File: config.mk
export PLATFORM = sky130hd
export DESIGN_NAME = lpr_unit
export DESIGN_NICKNAME = d
export VERILOG_FILES = /design/src/rtl/lpr_pkg.sv /design/src/rtl/lpr_prio_bank.sv /design/src/rtl/lpr_arbiter.sv /design/src/rtl/lpr_route_fsm.sv /design/src/rtl/lpr_unit.sv
export SDC_FILE = /design/constraint.sdc
export NUM_CORES = 1
export LEC_CHECK = 0
export ABC_AREA = 1
export BUFFER_PORTS_ARGS = -buffer_cell sky130_fd_sc_hd__buf_2
export CAP_MARGIN = 20
export CORE_MARGIN = 2
export CORE_UTILIZATION = 53
export DETAILED_ROUTE_END_ITERATION = 8
export PLACE_DENSITY = 0.75
export SYNTH_ARGS = -nofsm -noshare
export SYNTH_HDL_FRONTEND = slang
export SYNTH_SLANG_ARGS = --single-unit
File: constraint.sdc
create_clock -name clk -period 9.3 [get_ports clk]
set_input_delay 0.465 -clock clk [delete_from_list [all_inputs] [get_ports clk]]
set_output_delay 0.465 -clock clk [all_outputs]
set_load 0.03 [all_outputs]
File: src/rtl/lpr_pkg.sv
package lpr_pkg;
    typedef enum logic [0:0] {
        ST_IDLE = 1'b0,
        ST_SEND = 1'b1
    } route_state_e;
endpackage

File: src/rtl/lpr_prio_bank.sv
module lpr_prio_bank #(
    parameter int NUM_CPU = 4,
    parameter int PRIO_W  = 8,
    parameter int SEL_W   = 3
) (
    input  logic                      clk,
    input  logic                      rst_n,
    input  logic                      upd_valid,
    input  logic [SEL_W-1:0]          upd_sel,
    input  logic [PRIO_W-1:0]         upd_prio,
    output logic [NUM_CPU*PRIO_W-1:0] prio_flat,
    output logic [NUM_CPU-1:0]        en_vec
);
    // Only selectors below NUM_CPU have a register; the rest match nothing.
    for (genvar g = 0; g < NUM_CPU; g++) begin : g_reg
        logic [PRIO_W-1:0] prio_q;
        logic              en_q;

        always_ff @(posedge clk) begin
            if (!rst_n) begin
                prio_q <= '0;
                en_q   <= 1'b0;
            end else if (upd_valid && (upd_sel == SEL_W'(g))) begin
                prio_q <= upd_prio;
                en_q   <= 1'b1;
            end
        end

        assign prio_flat[g*PRIO_W +: PRIO_W] = prio_q;
        assign en_vec[g]                     = en_q;
    end
endmodule

File: src/rtl/lpr_arbiter.sv
module lpr_arbiter #(
    parameter int NUM_CPU = 4,
    parameter int PRIO_W  = 8,
    localparam int IDX_W  = (NUM_CPU > 1) ? $clog2(NUM_CPU) : 1
) (
    input  logic [NUM_CPU*PRIO_W-1:0] prio_flat,
    input  logic [NUM_CPU-1:0]        en_vec,
    output logic                      any_en,
    output logic [IDX_W-1:0]          win_idx
);
    logic [PRIO_W-1:0] best_prio;

    // Scan upward with a strict compare so the lowest index keeps a tie.
    always_comb begin
        any_en    = 1'b0;
        win_idx   = '0;
        best_prio = '0;
        for (int i = 0; i < NUM_CPU; i++) begin
            if (en_vec[i] &&
                (!any_en || (prio_flat[i*PRIO_W +: PRIO_W] < best_prio))) begin
                any_en    = 1'b1;
                win_idx   = IDX_W'(i);
                best_prio = prio_flat[i*PRIO_W +: PRIO_W];
            end
        end
    end
endmodule

File: src/rtl/lpr_route_fsm.sv
module lpr_route_fsm
    import lpr_pkg::*;
#(
    parameter int IDX_W = 2,
    parameter int VEC_W = 8
) (
    input  logic             clk,
    input  logic             rst_n,
    input  logic             irq_valid,
    input  logic [IDX_W-1:0] next_cpu,
    input  logic [VEC_W-1:0] irq_vector,
    output logic             out_valid,
    output logic [IDX_W-1:0] out_cpu,
    output logic [VEC_W-1:0] out_vector
);
    route_state_e state_q, state_d;

    always_comb begin
        state_d = state_q;
        unique case (state_q)
            ST_IDLE: state_d = irq_valid ? ST_SEND : ST_IDLE;
            ST_SEND: state_d = irq_valid ? ST_SEND : ST_IDLE;
            default: state_d = ST_IDLE;
        endcase
    end

    always_ff @(posedge clk) begin
        if (!rst_n) begin
            state_q <= ST_IDLE;
        end else begin
            state_q <= state_d;
        end
    end

    always_ff @(posedge clk) begin
        if (!rst_n) begin
            out_cpu    <= '0;
            out_vector <= '0;
        end else if (irq_valid) begin
            out_cpu    <= next_cpu;
            out_vector <= irq_vector;
        end
    end

    assign out_valid = (state_q == ST_SEND);
endmodule

File: src/rtl/lpr_unit.sv
module lpr_unit #(
    parameter int NUM_CPU = 4,
    parameter int PRIO_W  = 8,
    parameter int SEL_W   = 3,
    parameter int DID_W   = 8,
    parameter int TGT_W   = 16,
    parameter int VEC_W   = 8,
    localparam int IDX_W  = (NUM_CPU > 1) ? $clog2(NUM_CPU) : 1
) (
    input  logic              clk,
    input  logic              rst_n,
    input  logic              upd_valid,
    input  logic [DID_W-1:0]  upd_dest_id,
    input  logic [PRIO_W-1:0] upd_prio,
    input  logic              irq_valid,
    input  logic [TGT_W-1:0]  irq_target,
    input  logic              irq_redir,
    input  logic [VEC_W-1:0]  irq_vector,
    output logic              out_valid,
    output logic [IDX_W-1:0]  out_cpu,
    output logic [VEC_W-1:0]  out_vector
);
    logic [SEL_W-1:0]          upd_sel;
    logic [IDX_W-1:0]          direct_cpu;
    logic [NUM_CPU*PRIO_W-1:0] prio_flat;
    logic [NUM_CPU-1:0]        en_vec;
    logic                      any_en;
    logic [IDX_W-1:0]          win_idx;
    logic [IDX_W-1:0]          next_cpu;
    logic                      unused_did_hi;
    logic                      unused_tgt_hi;

    assign upd_sel       = upd_dest_id[SEL_W-1:0];
    assign direct_cpu    = irq_target[IDX_W-1:0];
    assign unused_did_hi = ^upd_dest_id[DID_W-1:SEL_W];
    assign unused_tgt_hi = ^irq_target[TGT_W-1:IDX_W];

    lpr_prio_bank #(
        .NUM_CPU (NUM_CPU),
        .PRIO_W  (PRIO_W),
        .SEL_W   (SEL_W)
    ) u_bank (
        .clk       (clk),
        .rst_n     (rst_n),
        .upd_valid (upd_valid),
        .upd_sel   (upd_sel),
        .upd_prio  (upd_prio),
        .prio_flat (prio_flat),
        .en_vec    (en_vec)
    );

    lpr_arbiter #(
        .NUM_CPU (NUM_CPU),
        .PRIO_W  (PRIO_W)
    ) u_arb (
        .prio_flat (prio_flat),
        .en_vec    (en_vec),
        .any_en    (any_en),
        .win_idx   (win_idx)
    );

    assign next_cpu = (irq_redir && any_en) ? win_idx : direct_cpu;

    lpr_route_fsm #(
        .IDX_W (IDX_W),
        .VEC_W (VEC_W)
    ) u_fsm (
        .clk        (clk),
        .rst_n      (rst_n),
        .irq_valid  (irq_valid),
        .next_cpu   (next_cpu),
        .irq_vector (irq_vector),
        .out_valid  (out_valid),
        .out_cpu    (out_cpu),
        .out_vector (out_vector)
    );
endmodule

==> impl_metrics.json, run 1 <==
{
  "worstPathRequired_ns": 9.54,
  "avgRoutedWirePerCell_um": 12.4,
  "clk_latency_ns": 0.31,
  "portBuffers": 36,
  "antenna_found_initial": 0,
  "max_slew_margin_pct": 38.9,
  "final_layout_size_suffix_gt1_share_pct": 14.6,
  "critPathSlowestCell": "dfxtp_1",
  "core_um2": 4320,
  "grt_pass1_vias": 2150,
  "clock-skew-final_ns": 0.00899,
  "min_to": "u_fsm.out_vector[2]",
  "numCtsBuffers": 5,
  "drtIter0Drc": 136,
  "met1_length_mm": 2.45,
  "nets": 435,
  "yosysSeqAreaShare_pct": 39.6,
  "yosys_register_bits": 47,
  "status": "completed",
  "ir_drop_v": 0.0000856,
  "max_slew.worst_pin.slew_ns": 0.910,
  "rr_endpoint": "u_fsm.out_cpu[1]",
  "syn_avg_cell_area_um2": 7.08,
  "slew_viol_final": 0,
  "post_dp_cell_area_um2": 2580,
  "crit_fanout": 15,
  "setup_viol": 0,
  "final.period_utilization_pct": 47.3,
  "dp_hpwl_mm": 3.86,
  "die_w_um": 71.0,
  "clk_pin_slew_ns": 0.09,
  "ant_nets": 0,
  "routed.top_layer": "met4",
  "cts_buffer_depth": 2,
  "die-area_um2": 5040,
  "yosysUniqueCellTypes": 21,
  "max_cap_viol_count": 0,
  "pin_count": 56,
  "min_path_cells": 3,
  "grt_overflow": 0,
  "critPathArrivalTime_ns": 4.64,
  "critPathMaxStageDelay_ns": 0.59,
  "dr.pass1.iters": 4,
  "pre_cts_ws_ns": 4.94,
  "start_util_pct": 55.0,
  "crit_type": "reg -> reg",
  "fin_cells": 422,
  "fp.dieH_um": 71.0,
  "htreeDepth": 2,
  "drc": 0,
  "drt_wl_total_mm": 5.24,
  "dr_wl_met3_um": 303,
  "area_growth_pct": 12.1,
  "cp-start-kind": "register",
  "min_period_ns": 4.40,
  "powerDensity_nw_per_um2": 150,
  "clock.fmax_mhz": 227,
  "final_cell_area_um2": 2670,
  "rsz0062_at_grt": "no",
  "diodes": 0,
  "min-delay-start": "irq_vector[2]",
  "yosysWarningCount": 0,
  "vias": 2205,
  "grt_usage_pct": 22.8,
  "r2r_start": "u_bank.g_reg[0].en_q",
  "post_cts_resized": 0,
  "grt_max_degree": 44,
  "crit_top_cell": "nand2_1",
  "rows": 24,
  "post-place-cells": 414,
  "cts_hold_buf": 0,
  "avgViaCountPerCell": 5.23,
  "wl_met2_mm": 2.39,
  "worst_setup_path_end_kind": "register",
  "post_cts_buffers": 0,
  "syn-cell-area_um2": 2380,
  "grt_pass1_wl_mm": 9.33,
  "setup_tns_ns": 0,
  "min_path_type": "in -> reg",
  "hold_viol_final": 0,
  "cts.sinks": 47,
  "rrSetupSlack_ns": 4.90,
  "reg2reg_depth": 26,
  "finalWorstSetupSlack_ns": 4.90,
  "p_total_uw": 400,
  "place_congestion": 0.835,
  "syn_inst": 336,
  "tritoncts": "yes",
  "cts_root_buf": "clkbuf_8",
  "syn-num-nets": 402,
  "power.leakage_uw": 0.00133
}
-- power by group --
group,internal (uW),total (uW),switching (uW)
logic,23.1,65.1,42.0
clock network,52.9,119,66.6
registers,210,215,5.41
total,286,400,114
-- cell families after synthesis --
logic type / count (synthesis) / share of synthesized area [%]
and+or+nand+nor: 143 / 24.7
AOI/OAI and AO/OA: 84 / 18.2
DFF: 47 / 39.6
buffers and inverters: 41 / 6.52
adders and majority gates: 21 / 11.0
-- metal layers --
metal | vias to the layer above | global-route usage [%]
met4 | 0 | 9.64
met3 | 8 | 4.56
li1 | 1161 | -
met2 | 63 | 37.3
met5 | - | 0
met1 | 973 | 29.3
-- how the worst max path moves through the flow --
stage                    startpoint                to  slack, ns  cells after the start
2_1_floorplan  u_bank.g_reg[0].en_q  u_fsm.out_cpu[1]       5.42                     30
3_3_place_gp   u_bank.g_reg[0].en_q  u_fsm.out_cpu[1]       5.06                     26
3_5_place_dp   u_bank.g_reg[0].en_q  u_fsm.out_cpu[1]       4.94                     26
4_1_cts        u_bank.g_reg[0].en_q  u_fsm.out_cpu[1]       4.86                     26
5_1_grt        u_bank.g_reg[0].en_q  u_fsm.out_cpu[0]       4.36                     27
6_report       u_bank.g_reg[0].en_q  u_fsm.out_cpu[1]       4.90                     26
-- cell usage after synthesis (all sizes together) --
cell type   n  area, um2
nand3       9       55.1
buf         2       8.75
ha         21        263
clkinv      3       11.3
clkbuf      8       30.0
nand2      63        262
nor2       68        255
o21a        1       7.51
a21oi      24        124
a211oi      2       15.0
a31oi       1       6.26
inv        28        105
o21ai      56        280
nor3        3       15.0
dfxtp      47        941
-- critical path: cells and delay by family (launching register included) --
kind / cells / cell delay, ns
adder cells (fa/ha/maj): 3 / 0.91
AO/OA/AOI/OAI: 9 / 1.57
AND/OR/NAND/NOR: 14 / 1.26
flip-flops: 1 / 0.59
-- final cells by class --
type | instances | area [um2]
well taps | 52 | 65.1
clock inverters | 1 | 5.00
repair buffers | 36 | 180
clock buffers | 7 | 76.3
inverters | 31 | 116
flip-flops and latches | 47 | 941
multi-input cells | 248 | 1280
fillers | 428 | 1660
-- stage by stage --
step	utilization, %	hold slack (ns)
final	61.7	0.381
after CTS	61.7	0.376
after floorplan	-	0.424
after detailed placement	59.8	0.441
after global routing	61.7	0.390
after global placement	59.8	0.434
-- state kept, by name, indices dropped and copies added, names as in the netlist --
register	cells
u_bank.g.en_q	4
u_bank.g.prio_q	32
u_fsm.out_cpu	2
u_fsm.out_vector	8
u_fsm.out_valid	1
-- cell usage in the layout, fill, tap and decap left out --
master and count:
nor2_1 68, nand2_1 57, o21ai_0 56, dfxtp_1 47
buf_2 36, inv_1 25, a21oi_1 23, ha_1 21
nand3_1 7, clkbuf_8 5, nand2_2 4, inv_2 3
nor3_1 3, clkinv_1 3, nand2_4 2, nand3_2 2
a211oi_1 2, clkbuf_1 2, o21a_1 1, a21oi_2 1
a31oi_1 1, clkinv_2 1
Power figures use the tool's default switching activity.
==> inputs of run 2 (changes only) <==
- clock period: 9.3 -> 4.6 ns (I/O delays scaled with it)
==> impl_metrics.json, run 2 (synthesized netlist as in run 1, its figures left out) <==
{
  "diodes": 0,
  "hold_viol_final": 0,
  "area_growth_pct": 12.3,
  "crit_start": "u_bank.g_reg[0].en_q",
  "critPathSlowestCell": "dfxtp_4",
  "reg_top3": "u_bank.g.prio_q (32), u_fsm.out_vector (8), u_bank.g.en_q (4)",
  "grt_usage_pct": 22.5,
  "final_cell_area_um2": 2670,
  "pin_count": 56,
  "final_layout_size_suffix_gt1_share_pct": 14.9,
  "die-area_um2": 5040,
  "max_cap_viol_count": 0,
  "rrSetupSlack_ns": 0.53,
  "avgViaCountPerCell": 5.16,
  "largest_reg_flops": 32,
  "tritoncts": "yes",
  "portBuffers": 36,
  "fp.dieH_um": 71.0,
  "die_w_um": 71.0,
  "worst_setup_path_end_kind": "register",
  "utilization_pct": 61.7,
  "status": "completed",
  "numCtsBuffers": 5,
  "fill_cells": 420,
  "min_path_cells": 3,
  "clock.fmax_mhz": 245,
  "cts_hold_buf": 0,
  "min_period_ns": 4.07,
  "drc": 0,
  "layout_common_cells": "nor2_1 (68), nand2_1 (57), o21ai_0 (53), dfxtp_1 (46), buf_2 (36)",
  "post_dp_cell_area_um2": 2580,
  "slew_viol_final": 0,
  "core_um2": 4320,
  "crit_top_cell": "nand2_1",
  "start_util_pct": 55.0,
  "rows": 24,
  "cp-start-kind": "register",
  "rr_endpoint": "u_fsm.out_cpu[1]",
  "critPathMaxStageDelay_ns": 0.43,
  "max_slew.worst_pin.slew_ns": 0.909,
  "min-delay-start": "irq_vector[2]",
  "nets": 435,
  "final_common_cell": "nor2_1",
  "crit_fanout": 15,
  "rsz0062_at_grt": "no",
  "place_congestion": 0.832,
  "grt_pass1_wl_mm": 9.16,
  "ir_drop_v": 0.000220,
  "power.leakage_uw": 0.00134,
  "ant_nets": 0,
  "r2r_start": "u_bank.g_reg[0].en_q",
  "vias": 2177,
  "grt_overflow": 0,
  "worstPathRequired_ns": 4.84,
  "drtIter0Drc": 101,
  "setup_tns_ns": 0,
  "clk_pin_slew_ns": 0.09,
  "dr.pass1.iters": 4,
  "grt_pass1_vias": 2050,
  "cts_buffer_depth": 2,
  "min_to": "u_fsm.out_vector[2]",
  "top_register": "u_bank.g.prio_q",
  "max_slew_margin_pct": 38.9,
  "setup_viol": 0,
  "grt_max_degree": 44,
  "final.period_utilization_pct": 88.6,
  "powerDensity_nw_per_um2": 303,
  "drt_wl_total_mm": 5.16,
  "cts.sinks": 47,
  "dp_hpwl_mm": 3.82,
  "clk_latency_ns": 0.30,
  "min_path_type": "in -> reg",
  "antenna_found_initial": 0,
  "crit_type": "reg -> reg",
  "critPathArrivalTime_ns": 4.31,
  "htreeDepth": 2,
  "cts_root_buf": "clkbuf_8",
  "reg2reg_depth": 26,
  "avgRoutedWirePerCell_um": 12.2,
  "clock-skew-final_ns": 0.00745
}
run 2: cell counts in the layout (fill, tap and decap cells not counted):
Identical to the previous run, type by type.
run 2: how the worst max path moves through the flow:
stage | to | slack [ns] | cells after the start
2_1_floorplan | u_fsm.out_cpu[1] | 0.72 | 30
3_3_place_gp | u_fsm.out_cpu[1] | 0.35 | 26
3_5_place_dp | u_fsm.out_cpu[1] | 0.23 | 26
4_1_cts | u_fsm.out_cpu[1] | 0.17 | 26
5_1_grt | u_fsm.out_cpu[0] | 0.07 | 26
6_report | u_fsm.out_cpu[1] | 0.53 | 26
run 2: layout make-up:
cell class	count	area, um2	share of cell area, %
multi-input cells	248	1280	48.0
inverters	31	116	4.36
flip-flops and latches	47	945	35.4
repair buffers	36	180	6.75
clock inverters	1	5.00	0.187
clock buffers	7	76.3	2.86
well taps	52	65.1	2.44
run 2: critical path: cells and delay by family, from the launching register on:
family / cells / cell delay [ns]
flip-flops: 1 / 0.43
AND/OR/NAND/NOR: 14 / 1.21
AO/OA/AOI/OAI: 9 / 1.49
adder cells (fa/ha/maj): 3 / 0.86
run 2: report_power, final:
group          total, uW  internal (uW)  switching, uW
Sequential           435            424           11.0
Combinational        131           46.7           84.6
Clock                243            107            136
Total                809            578            232
run 2: stage by stage:
step | hold WS [ns] | setup WS [ns] | cells | total power [uW]
2_1_floorplan | 0.365 | 0.719 | 336 | 534
3_3_place_gp | 0.434 | 0.353 | 414 | 572
3_5_place_dp | 0.441 | 0.231 | 414 | 576
4_1_cts | 0.143 | 0.166 | 422 | 816
5_1_grt | 0.141 | 0.0662 | 422 | 852
6_report | 0.147 | 0.526 | 422 | 809
run 2: timing repair:
item | CTS | global route
setup buffers | 0 | 0
setup endpoints to repair | 0 | 2
gates resized for setup | 0 | 5
run 2: layer usage:
layer  GRT usage, %  part of all wire, %  vias to the layer above
li1               -                    -                     1160
met1           29.9                   48                      957
met2           36.7                   45                       52
met3           4.70                  5.2                        8
met4           7.34                  1.5                        0
met5              0                    0                        -
